$ cat src/rtl/irq_pkg.sv
package irq_pkg;
  localparam int BUS_W      = 8;
  localparam int SRC_PER_REG = BUS_W / 2;
  localparam int SRC_COUNT  = 2 * SRC_PER_REG;
  localparam int IDX_W      = $clog2(SRC_COUNT);
endpackage

$ cat src/rtl/irq_req_bank.sv
module irq_req_bank #(
  parameter int N = 8
) (
  input  logic         clk,
  input  logic         rst,
  input  logic [N-1:0] set_i,
  input  logic [N-1:0] clr_i,
  output logic [N-1:0] flag_o
);
  for (genvar i = 0; i < N; i++) begin : g_flag
    always_ff @(posedge clk) begin
      if (rst)           flag_o[i] <= 1'b0;
      else if (set_i[i]) flag_o[i] <= 1'b1;
      else if (clr_i[i]) flag_o[i] <= 1'b0;
    end
  end
endmodule

$ cat src/rtl/irq_prio_pick.sv
module irq_prio_pick #(
  parameter int N  = 8,
  parameter int IW = $clog2(N)
) (
  input  logic [N-1:0]  req_i,
  output logic          any_o,
  output logic [IW-1:0] idx_o
);
  always_comb begin
    any_o = 1'b0;
    idx_o = '0;
    for (int i = N - 1; i >= 0; i--) begin
      if (req_i[i]) begin
        any_o = 1'b1;
        idx_o = IW'(i);
      end
    end
  end
endmodule

$ cat src/rtl/irq_ctrl.sv
module irq_ctrl
  import irq_pkg::*;
#(
  parameter int                ADDR_W    = 8,
  parameter logic [ADDR_W-1:0] EN_HI_ADR = 8'hE2,
  parameter logic [ADDR_W-1:0] EN_LO_ADR = 8'hE3,
  parameter logic [ADDR_W-1:0] RQ_HI_ADR = 8'hE4,
  parameter logic [ADDR_W-1:0] RQ_LO_ADR = 8'hE5
) (
  input  logic                 clk,
  input  logic                 rst,
  input  logic [ADDR_W-1:0]    bus_addr,
  input  logic [BUS_W-1:0]     bus_wdata,
  input  logic                 bus_we,
  output logic [BUS_W-1:0]     bus_rdata,
  input  logic [SRC_COUNT-1:0] src_pulse,
  input  logic                 ev_ei,
  input  logic                 ev_di,
  input  logic                 ev_accept,
  input  logic                 ev_reti,
  output logic                 cpu_irq,
  output logic [IDX_W-1:0]     vec_idx,
  output logic                 wake_stop,
  output logic                 master_en
);
  localparam int PER  = SRC_PER_REG;
  localparam int NSRC = SRC_COUNT;
  localparam int IW   = IDX_W;

  logic [NSRC-1:0] en_q;
  logic [NSRC-1:0] flag_q;
  logic [NSRC-1:0] clr_vec;
  logic [NSRC-1:0] pend;
  logic            pend_any;
  logic [IW-1:0]   pend_idx;
  logic            mie_q;
  logic [PER-1:0]  unused_low_wdata;

  assign unused_low_wdata = bus_wdata[PER-1:0];

  for (genvar i = 0; i < NSRC; i++) begin : g_src
    localparam int                K      = i % PER;
    localparam int                POS    = BUS_W - 1 - K;
    localparam logic [ADDR_W-1:0] EN_ADR = (i < PER) ? EN_HI_ADR : EN_LO_ADR;
    localparam logic [ADDR_W-1:0] RQ_ADR = (i < PER) ? RQ_HI_ADR : RQ_LO_ADR;

    always_ff @(posedge clk) begin
      if (rst)                              en_q[i] <= 1'b0;
      else if (bus_we && bus_addr == EN_ADR) en_q[i] <= bus_wdata[POS];
    end

    assign clr_vec[i] = (bus_we && bus_addr == RQ_ADR && !bus_wdata[POS])
                      || (ev_accept && cpu_irq && vec_idx == IW'(i));
  end

  irq_req_bank #(.N(NSRC)) u_bank (
    .clk    (clk),
    .rst    (rst),
    .set_i  (src_pulse),
    .clr_i  (clr_vec),
    .flag_o (flag_q)
  );

  assign pend = flag_q & en_q;

  irq_prio_pick #(.N(NSRC), .IW(IW)) u_pick (
    .req_i (pend),
    .any_o (pend_any),
    .idx_o (pend_idx)
  );

  always_ff @(posedge clk) begin
    if (rst)                    mie_q <= 1'b0;
    else if (ev_accept || ev_di) mie_q <= 1'b0;
    else if (ev_ei || ev_reti)   mie_q <= 1'b1;
  end
  assign master_en = mie_q;

  always_ff @(posedge clk) begin
    if (rst) begin
      cpu_irq   <= 1'b0;
      vec_idx   <= '0;
      wake_stop <= 1'b0;
    end else begin
      cpu_irq   <= mie_q && pend_any;
      vec_idx   <= pend_idx;
      wake_stop <= pend_any;
    end
  end

  logic [BUS_W-1:0] en_hi_b, en_lo_b, rq_hi_b, rq_lo_b;
  always_comb begin
    en_hi_b = '0;
    en_lo_b = '0;
    rq_hi_b = '0;
    rq_lo_b = '0;
    for (int k = 0; k < PER; k++) begin
      en_hi_b[BUS_W-1-k] = en_q[k];
      en_lo_b[BUS_W-1-k] = en_q[PER+k];
      rq_hi_b[BUS_W-1-k] = flag_q[k];
      rq_lo_b[BUS_W-1-k] = flag_q[PER+k];
    end
  end

  always_ff @(posedge clk) begin
    if (rst) bus_rdata <= '0;
    else if (bus_addr == EN_HI_ADR) bus_rdata <= en_hi_b;
    else if (bus_addr == EN_LO_ADR) bus_rdata <= en_lo_b;
    else if (bus_addr == RQ_HI_ADR) bus_rdata <= rq_hi_b;
    else if (bus_addr == RQ_LO_ADR) bus_rdata <= rq_lo_b;
    else bus_rdata <= '0;
  end
endmodule

$ cat config.mk
export PLATFORM = sky130hd
export DESIGN_NAME = irq_ctrl
export DESIGN_NICKNAME = d
export VERILOG_FILES = /design/src/rtl/irq_pkg.sv /design/src/rtl/irq_req_bank.sv /design/src/rtl/irq_prio_pick.sv /design/src/rtl/irq_ctrl.sv
export SDC_FILE = /design/constraint.sdc
export NUM_CORES = 1
export LEC_CHECK = 0
export BUFFER_PORTS_ARGS = -buffer_cell sky130_fd_sc_hd__buf_4
export CAP_MARGIN = 20
export CORE_MARGIN = 2
export CORE_UTILIZATION = 48
export CTS_BUF_LIST = sky130_fd_sc_hd__clkbuf_4 sky130_fd_sc_hd__clkbuf_8 sky130_fd_sc_hd__clkbuf_16
export DETAILED_ROUTE_END_ITERATION = 16
export GPL_TIMING_DRIVEN = 1
export PLACE_DENSITY_LB_ADDON = 0.3
export SLEW_MARGIN = 20
export SYNTH_ARGS = -nofsm -noshare
export SYNTH_HDL_FRONTEND = slang
export SYNTH_SLANG_ARGS = --single-unit
$ cat constraint.sdc
create_clock -name clk -period 1.4 [get_ports clk]
set_input_delay 0.28 -clock clk [delete_from_list [all_inputs] [get_ports clk]]
set_output_delay 0.28 -clock clk [all_outputs]
set_load 0.02 [all_outputs]
After elaboration in Yosys (flattened, before gate mapping)
Cells that the tools add are included.
{"block": "totals", "ff_bits": 30, "word_cells": 121}
{"block": "op_classes", "bitwise": 1, "mux": 35, "n_eq_ne": 11, "reduce_logical": 50}
{"op": "equality test 8 bit, second input constant", "n": 4}
{"op": "2-to-1 mux 8 bit", "n": 4}
{"op": "2-to-1 mux 1 bit", "n": 25}
{"op": "logical AND 1 bit", "n": 22}
{"op": "nonzero test 2 bit", "n": 8}
{"op": "equality test 3 bit, second input constant", "n": 4}
{"op": "2-to-1 mux 3 bit", "n": 4}
{"op": "logical OR 1 bit", "n": 10}
{"op": "bitwise AND 8 bit", "n": 1}
{"op": "equality test 3 x 2 -> 1 bit, second input constant", "n": 2}
{"op": "OR reduction 5 bit", "n": 1}
{"op": "logical NOT 1 bit", "n": 4}
{"op": "2-to-1 mux 2 bit", "n": 2}
{"op": "OR reduction 2 bit", "n": 2}
{"op": "OR reduction 4 bit", "n": 1}
{"op": "equality test 3 x 1 -> 1 bit, second input constant", "n": 1}
{"op": "logical NOT 3 bit", "n": 1}
{"op": "OR reduction 3 bit", "n": 1}

Longest topological paths before layout
Gate-level depths: netlist (run 1).
{"block": "logic_depth", "word_depth": 10, "mapped_depth": 5, "depth_no_buf": 4}

By module
Synthesis (run 1) repeated with hierarchy kept, for this count alone.
{"block": "hier_totals", "hier_cells": 156, "area_unflattened_um2": 1491.4}
{"mod": "irq_ctrl", "cells_per_inst": 110, "area_each_um2": 1029.7, "seq_area_each_um2": 360.3, "instances": 1}
{"mod": "irq_req_bank", "cells_per_inst": 33, "area_each_um2": 381.6, "seq_area_each_um2": 160.2, "instances": 1}
{"mod": "irq_prio_pick", "cells_per_inst": 13, "area_each_um2": 80.1, "seq_area_each_um2": 0.0, "instances": 1}

Least setup slack after synthesis (run 1)
OpenSTA, ideal clock, no wires.
{"block": "synth_path", "kind": "register -> register", "from": "reg vec_idx[0]", "to": "reg u_bank.flag_o[1]", "path_stages_with_launch": 5, "setup_ps": 138, "n_path_buf": 0, "path_slack_ps": 168, "t_arrival_ps": 1094, "path_cell_list": "dfxtp_1 -> nand2_1 -> or3_1 -> a21oi_1 -> a311oi_1"}
{"block": "synth_between", "elab_chain_len": 4}
{"element": "start, declared", "line": "irq_ctrl.sv:22", "text": "output logic [IDX_W-1:0] vec_idx,"}
{"element": "start signal, assigned", "line": "irq_ctrl.sv:86", "text": "vec_idx <= pend_idx;"}
{"element": "equality test 3 x 1 -> 1 bit", "line": "irq_ctrl.sv:53", "text": "|| (ev_accept && cpu_irq && vec_idx == IW'(i));"}
{"element": "logical AND 1 bit", "line": "irq_ctrl.sv:53"}
{"element": "logical OR 1 bit", "line": "irq_ctrl.sv:53"}
{"element": "nonzero test 2 bit (no line)"}
{"element": "end signal, assigned by index", "line": "irq_req_bank.sv:12", "text": "if (rst) flag_o[i] <= 1'b0;"}
{"element": "end signal, assigned by index", "line": "irq_req_bank.sv:13", "text": "else if (set_i[i]) flag_o[i] <= 1'b1;"}
{"element": "end signal, assigned by index", "line": "irq_req_bank.sv:14", "text": "else if (clr_i[i]) flag_o[i] <= 1'b0;"}
{"element": "end, declared", "line": "irq_req_bank.sv:8", "text": "output logic [N-1:0] flag_o"}
No other way between the ends.
A chain may end at the register's enable or synchronous reset.

Worst setup path in the final report (run 1)
{"block": "layout_path", "from": "reg vec_idx[0]", "to": "out vec_idx[0]"}
No word-level cell between the ends.

==> insert_results.sql, run 1 <==
INSERT INTO impl_metrics (metric_group, metric, value, unit) VALUES
('power_and_ir_drop', 'vdd_drop_max', '657.6', 'µV'),
('cells_and_area', 'final-seq-area', '520.5', 'µm²'),
('routing', 'detail_route.iter0.violations', '48', ''),
('min_path', 'worst_hold_path_type', 'input pin to flop', ''),
('cells_and_area', 'finish.instance_area', '1575', 'µm²'),
('yosys', 'syn_inst', '144', ''),
('die', 'core.rowCount', '18', ''),
('routing', 'drt-total-wl', '3203', 'µm'),
('sta', 'setup-tns-final', '0', 'ns'),
('routing', 'detailedRoute.firstPassIterationCount', '4', ''),
('power_and_ir_drop', 'cellLeakagePower', '0.6836', 'nW'),
('yosys', 'netlist_area', '1246', 'µm²'),
('critical_path', 'timing.reg2reg.worst_path_depth', '4', ''),
('sta', 'finalClockSkew', '0.01576', 'ns'),
('min_path', 'worstHoldStart', 'ev_di', ''),
('cells_and_area', 'drive_gt1_share', '24.59', '%'),
('clock_tree', 'cts_made_buffers', '3', ''),
('power_and_ir_drop', 'power.share.switching', '25.10', '%'),
('sta', 'finalSetupViolations', '0', ''),
('global_route', 'antenna_found_initial', '0', ''),
('yosys', 'synth_warnings', '0', ''),
('cells_and_area', 'synthToLayoutAreaGrowth', '26.41', '%'),
('critical_path', 'rr_startpoint', 'vec_idx[0]$_SDFF_PP0_', ''),
('die', 'die_w', '54.96', 'µm'),
('power_and_ir_drop', 'combinationalPowerShare', '13.8', '%'),
('clock_tree', 'path_clk_slew', '0.14', 'ns'),
('global_route', 'grt.total_usage', '23.02', '%'),
('routing', 'routed_via_density', '5.718', ''),
('critical_path', 'critical_path_required', '1.12', 'ns'),
('routing', 'wl_met2', '1550', 'µm'),
('min_path', 'min_delay_path_depth', '2', ''),
('critical_path', 'critPathKind', 'flop to primary output', ''),
('critical_path', 'timing.critical_path.arrival', '0.97', 'ns'),
('critical_path', 'worst_path_fanout_max', '7', ''),
('clock_tree', 'cts_htree_levels', '1', ''),
('clock_tree', 'clock_insertion_delay_worst_skew', '0.32', 'ns'),
('cells_and_area', 'diodes', '0', ''),
('clock_tree', 'cts_max_path_buffers', '2', ''),
('place', 'detailed_place.area', '1553', 'µm²'),
('critical_path', 'critical_path_s_top_delay_family', 'flip-flops', ''),
('global_route', 'grt_max_degree', '22', ''),
('sta', 'fin_worst_hold_slack', '0.09085', 'ns'),
('yosys', 'netlist-cell-type-count', '32', ''),
('die', 'ioPinCount', '45', ''),
('die', 'die_height', '54.96', 'µm'),
('min_path', 'hold-path-endpoint', 'master_en$_SDFFE_PP0P_', ''),
('clock_tree', 'clockRootBuffer', 'sky130_fd_sc_hd__clkbuf_4', ''),
('clock_tree', 'cts_post_setup_buffers_inserted', '0', ''),
('sta', 'min_period_over_period', '89.57', '%'),
('status', 'status', 'finished clean', ''),
('die', 'fp.dieArea', '3020', 'µm²'),
('yosys', 'synth_register_bits', '26', ''),
('clock_tree', 'cts_resized', '0', ''),
('power_and_ir_drop', 'share_clk_of_total_power', '24.8', '%'),
('power_and_ir_drop', 'total_power', '1.268', 'mW'),
('routing', 'met3_wirelength', '256', 'µm'),
('yosys', 'synth_area_per_cell', '8.654', 'µm²'),
('sta', 'maximum_achievable_frequency', '0.7975', 'GHz'),
('clock_tree', 'cts_tree', 'built', ''),
('critical_path', 'critical_path.endpoint_type', 'primary output', ''),
('clock_tree', 'clock_sinks', '26', ''),
('critical_path', 'worst_path_max_delay_cell', 'sky130_fd_sc_hd__dfxtp_1', ''),
('critical_path', 'cpPeakStageDelay', '0.46', 'ns'),
('routing', 'ant_nets', '0', ''),
('die', 'effective_utilization_at_floorplan', '50.30', '%'),
('global_route', 'grt_first_pass_wirelength', '4940', 'µm'),
('critical_path', 'timing.rr.end', 'u_bank.flag_o[5]$_SDFFE_PP0P_', ''),
('critical_path', 'r2r_slack', '0.17', 'ns'),
('power_and_ir_drop', 'p_per_area', '805.0', 'nW/µm²'),
('global_route', 'vias_in_the_first_global_route', '1093', ''),
('cells_and_area', 'fillCellCount', '232', '');
sequential cells by signal (all words and copies together), names as in the netlist:
register / flops
u_bank.flag_o: 8
wake_stop: 1
cpu_irq: 1
master_en: 1
bus_rdata: 4
en_hi_b: 4
vec_idx: 3
en_lo_b: 4
placed cells by master (no fill, tap or decap), drive strengths merged, types with 3 or more instances in the layout:
cell	netlist	final
clkbuf	2	3
o21ai	7	7
o22ai	4	4
conb	1	4
buf	6	41
nor4	3	3
nor2	22	22
a21oi	6	6
nand2	11	11
or3	6	6
mux2i	12	12
dfxtp	26	26
nor3b	3	3
a311oi	7	7
nand2b	5	5
inv	3	3
nor2b	4	4
cell usage after synthesis:
cell type	count	area share, %
sky130_fd_sc_hd__inv_1	3	0.90
sky130_fd_sc_hd__o22ai_1	4	2.0
sky130_fd_sc_hd__buf_4	5	3.0
sky130_fd_sc_hd__or3_1	6	3.0
sky130_fd_sc_hd__and4b_1	1	0.80
sky130_fd_sc_hd__mux2i_1	12	9.6
sky130_fd_sc_hd__nor2b_1	4	2.0
sky130_fd_sc_hd__o21ai_0	7	2.8
sky130_fd_sc_hd__and4_1	1	0.70
sky130_fd_sc_hd__nor3b_1	2	1.2
sky130_fd_sc_hd__and3_1	1	0.50
sky130_fd_sc_hd__clkbuf_1	2	0.60
sky130_fd_sc_hd__a221oi_1	2	1.4
sky130_fd_sc_hd__nand2_1	11	3.3
sky130_fd_sc_hd__nand2b_1	5	2.5
sky130_fd_sc_hd__a222oi_1	1	0.80
sky130_fd_sc_hd__a311oi_1	7	4.9
sky130_fd_sc_hd__a32o_1	1	0.80
sky130_fd_sc_hd__nor2_1	22	6.6
sky130_fd_sc_hd__nor3_1	1	0.40
sky130_fd_sc_hd__a211oi_1	1	0.60
sky130_fd_sc_hd__a21o_1	1	0.60
sky130_fd_sc_hd__nand3_1	2	0.80
sky130_fd_sc_hd__nor4_1	3	1.5
sky130_fd_sc_hd__conb_1	1	0.30
sky130_fd_sc_hd__a22oi_1	2	1.2
sky130_fd_sc_hd__nand4b_1	1	0.70
sky130_fd_sc_hd__nor3b_2	1	1.0
sky130_fd_sc_hd__a21oi_1	6	2.4
sky130_fd_sc_hd__buf_2	1	0.40
sky130_fd_sc_hd__and3b_1	1	0.70
sky130_fd_sc_hd__dfxtp_1	26	42
routing by layer:
metal,track usage (%),vias up
met5,0,-
met4,7.317,0
met3,2.688,4
met2,39.48,57
met1,30.07,556
li1,-,601
final cells by class:
cell class | instances | area share (%)
repair buffers | 41 | 19.54
multi-input cells | 110 | 42.89
flip-flops and latches | 26 | 33.04
clock buffers | 3 | 1.430
inverters | 3 | 0.7149
well taps | 30 | 2.383
power by group through the flow:
stage / Sequential [mW] / Clock (mW) / Combinational, mW
2_1_floorplan: 0.789 / 0 / 0.0907
3_3_place_gp: 0.795 / 0 / 0.169
3_5_place_dp: 0.795 / 0 / 0.174
4_1_cts: 0.779 / 0.329 / 0.175
5_1_grt: 0.783 / 0.347 / 0.192
6_report: 0.779 / 0.314 / 0.175
logic make-up (layout without fill, tap and decap cells):
kind of cell	Yosys count	in the layout	share of synthesized area, %
DFF	26	26	41.77
other	1	4	0.3009
AOI/OAI and AO/OA	32	32	17.57
buffers and inverters	11	47	4.920
and+or+nand+nor	62	62	25.80
muxes	12	12	9.639
per-stage QoR:
step	util, %	setup WS (ns)	instances
global route	63.59	0.04727	213
floorplan	-	0.1683	147
detailed placement	62.68	-0.03638	210
finish	63.59	0.1461	213
global placement	62.68	-0.008930	210
CTS	63.59	0.1585	213
worst max path at each step:
stage               cells after the start                             to  slack, ns
detailed placement                      5        en_lo_b[4]$_SDFFE_PP0P_      -0.04
global placement                        5        en_lo_b[7]$_SDFFE_PP0P_     -0.009
CTS                                     1                     vec_idx[0]       0.16
finish                                  1                     vec_idx[0]       0.15
floorplan                               4  u_bank.flag_o[1]$_SDFFE_PP0P_       0.17
global route                            4  u_bank.flag_o[5]$_SDFFE_PP0P_       0.05
No activity file was read; power rests on OpenSTA's default activity.
==> inputs of run 2 (changes only) <==
--- a/config.mk
+++ b/config.mk
@@ -7,8 +7,10 @@
 export LEC_CHECK = 0
 export BUFFER_PORTS_ARGS = -buffer_cell sky130_fd_sc_hd__buf_4
 export CAP_MARGIN = 20
+export CELL_PAD_IN_SITES_DETAIL_PLACEMENT = 1
+export CELL_PAD_IN_SITES_GLOBAL_PLACEMENT = 1
 export CORE_MARGIN = 2
-export CORE_UTILIZATION = 48
+export CORE_UTILIZATION = 35
 export CTS_BUF_LIST = sky130_fd_sc_hd__clkbuf_4 sky130_fd_sc_hd__clkbuf_8 sky130_fd_sc_hd__clkbuf_16
 export DETAILED_ROUTE_END_ITERATION = 16
 export GPL_TIMING_DRIVEN = 1
==> run 2 against run 1 <==
Sequential share of layout area decreased by 1.1 points. Via count increased by 3.1%. Worst hold slack improved by 0.0093 ns. Core utilization decreased by 16 points. Sequential power about the same. Fmax decreased by 0.20%. Routed wire length increased by 15%. Die area increased by 34%. Total power increased by 6.6%. Register-to-register slack got worse by 0.02 ns. Critical endpoint unchanged.
==> insert_results.sql, run 2 (synthesized netlist as in run 1, its figures left out) <==
INSERT INTO impl_metrics (metric_group, metric, value, unit) VALUES
('global_route', 'grt_max_degree', '22', ''),
('power_and_ir_drop', 'p_per_area', '830.2', 'nW/µm²'),
('sta', 'maximum_achievable_frequency', '0.7959', 'GHz'),
('clock_tree', 'clock_insertion_delay_worst_skew', '0.32', 'ns'),
('global_route', 'grt_first_pass_wirelength', '6216', 'µm'),
('power_and_ir_drop', 'share_of_power_burned_in_registers', '57.5', '%'),
('critical_path', 'critPathKind', 'flop to primary output', ''),
('routing', 'detailedRoute.firstPassIterationCount', '4', ''),
('global_route', 'overflow', '0', ''),
('power_and_ir_drop', 'cellLeakagePower', '0.7016', 'nW'),
('die', 'effective_utilization_at_floorplan', '36.77', '%'),
('clock_tree', 'cts_made_buffers', '3', ''),
('cells_and_area', 'fillCellCount', '409', ''),
('critical_path', 'worst_path_max_delay_cell', 'sky130_fd_sc_hd__dfxtp_1', ''),
('global_route', 'antenna_found_initial', '0', ''),
('clock_tree', 'path_clk_slew', '0.14', 'ns'),
('routing', 'highest-signal-layer', 'met4', ''),
('cells_and_area', 'layoutNonFillerInstCount', '232', ''),
('critical_path', 'r2r_slack', '0.15', 'ns'),
('die', 'die_height', '63.67', 'µm'),
('power_and_ir_drop', 'switching_power', '0.3389', 'mW'),
('routing', 'routed_via_density', '5.414', ''),
('die', 'ioPinCount', '45', ''),
('sta', 'finalSetupViolations', '0', ''),
('critical_path', 'critical_path_s_top_delay_family', 'flip-flops', ''),
('cells_and_area', 'drive_gt1_share', '26.34', '%'),
('routing', 'ant_nets', '0', ''),
('power_and_ir_drop', 'power.share.switching', '25.06', '%'),
('critical_path', 'cpPeakStageDelay', '0.47', 'ns'),
('power_and_ir_drop', 'share_clk_of_total_power', '28.6', '%'),
('place', 'final_replace_weighted_congestion', '0.7944', ''),
('cells_and_area', 'synthToLayoutAreaGrowth', '30.72', '%'),
('place', 'placement.setup.worst_slack', '-0.09827', 'ns'),
('cells_and_area', 'finish.instance_area', '1629', 'µm²'),
('power_and_ir_drop', 'combinationalPowerShare', '13.9', '%'),
('sta', 'timing_hold_violations_final', '0', ''),
('cells_and_area', 'finalNetCount', '218', ''),
('place', 'port-buffer-count', '36', ''),
('power_and_ir_drop', 'vdd_drop_max', '345.5', 'µV'),
('clock_tree', 'clockRootBuffer', 'sky130_fd_sc_hd__clkbuf_4', ''),
('routing', 'wl_met2', '1818', 'µm'),
('routing', 'drt-total-wl', '3675', 'µm'),
('sta', 'report.final.slew_viol_count', '0', ''),
('clock_tree', 'cts_tree', 'built', ''),
('sta', 'fin_ws', '0.1436', 'ns'),
('place', 'detailed_place.area', '1588', 'µm²'),
('routing', 'routedLengthMet1', '1603', 'µm'),
('cells_and_area', 'largest-register', 'u_bank.flag_o', ''),
('critical_path', 'cp_cell_sequence', 'buf_4', ''),
('die', 'core.rowCount', '21', ''),
('clock_tree', 'cts_max_path_buffers', '2', ''),
('critical_path', 'critical_path_required', '1.12', 'ns'),
('status', 'status', 'finished clean', ''),
('sta', 'timing.final.crit_period', '1.256', 'ns'),
('global_route', 'grt.total_usage', '19.35', '%'),
('routing', 'drcViolationCount', '0', ''),
('cells_and_area', 'largest_register_ffs', '8', ''),
('routing', 'vias', '1256', ''),
('place', 'hpwlAfterDp', '2970', 'µm'),
('die', 'die_w', '63.67', 'µm'),
('cells_and_area', 'layout_common_cells', 'sky130_fd_sc_hd__buf_4, sky130_fd_sc_hd__dfxtp_1, sky130_fd_sc_hd__nor2_1, sky130_fd_sc_hd__mux2i_1, sky130_fd_sc_hd__nand2_1', ''),
('routing', 'detail_route.iter0.violations', '27', ''),
('cells_and_area', 'layout_commonest_cell', 'sky130_fd_sc_hd__buf_4', ''),
('job', 'drv.max_cap_violation_count', '0', ''),
('routing', 'met3_wirelength', '208', 'µm'),
('die', 'core_area', '3390', 'µm²'),
('sta', 'finalClockSkew', '0.002070', 'ns'),
('critical_path', 'timing.critical_path.arrival', '0.98', 'ns'),
('critical_path', 'critical_path.endpoint_type', 'primary output', ''),
('min_path', 'min_delay_path_depth', '2', ''),
('global_route', 'vias_in_the_first_global_route', '1353', ''),
('critical_path', 'critical_path.n_buffers_inverters', '1', ''),
('cells_and_area', 'diodes', '0', ''),
('critical_path', 'worstSetupPathDepth', '1', ''),
('clock_tree', 'cts_htree_levels', '1', ''),
('power_and_ir_drop', 'total_power', '1.352', 'mW'),
('power_and_ir_drop', 'internal-power', '1.014', 'mW'),
('sta', 'setup_repair_after_global_routing_missed_its_margin', 'false', ''),
('critical_path', 'worst_path_fanout_max', '7', ''),
('die', 'fp.dieArea', '4054', 'µm²'),
('clock_tree', 'clock_sinks', '26', ''),
('routing', 'route.detailed.wl_per_inst', '15.84', 'µm'),
('critical_path', 'cp-start-kind', 'flop', ''),
('min_path', 'worst_hold_path_type', 'input pin to flop', ''),
('clock_tree', 'postCtsHoldBufs', '0', ''),
('place', 'placedCellCount', '228', ''),
('sta', 'min_period_over_period', '89.74', '%'),
('critical_path', 'timing.reg2reg.worst_path_depth', '4', '');
-- run 2: timing repair --
item                                    CTS  global route
gates resized for setup                   0             1
buffers inserted                          0             0
endpoints found under the setup margin    0             2
-- run 2: cell type report --
type,instances,area (µm²),area share (%)
repair buffers,43,322.8,19.82
clock buffers,4,36.28,2.227
well taps,46,57.56,3.533
inverters,3,11.26,0.6912
multi-input cells,110,680.7,41.78
flip-flops and latches,26,520.5,31.95
-- run 2: path summary, 6_finish.rpt --
kind | endpoint | from
worst max register to register | cpu_irq$_SDFF_PP0_ | u_bank.flag_o[6]$_SDFFE_PP0P_
worst min register to register | cpu_irq$_SDFF_PP0_ | master_en$_SDFFE_PP0P_
worst max-delay path | vec_idx[0] | vec_idx[0]$_SDFF_PP0_
worst min-delay path | master_en$_SDFFE_PP0P_ | ev_di
-- run 2: routing by layer --
layer,global-route usage [%],vias to the layer above
met3,3.036,4
met1,22.82,607
met2,36.05,40
met5,0,-
li1,-,605
met4,4.891,0
-- run 2: power by group through the flow --
stage	clock [mW]	sequential [mW]	combinational, mW
floorplan	0	0.789	0.0907
global placement	0	0.792	0.181
detailed placement	0	0.793	0.187
CTS	0.392	0.777	0.188
global route	0.428	0.780	0.208
finish	0.386	0.778	0.188
-- run 2: stage by stage --
step / hold slack [ns] / util (%) / setup TNS [ns]
3_5_place_dp: 0.4510 / 46.84 / -0.3698
5_1_grt: 0.09036 / 48.06 / 0
2_1_floorplan: 0.3570 / - / 0
6_report: 0.1002 / 48.06 / 0
3_3_place_gp: 0.4422 / 46.84 / -0.2403
4_1_cts: 0.09804 / 47.91 / 0
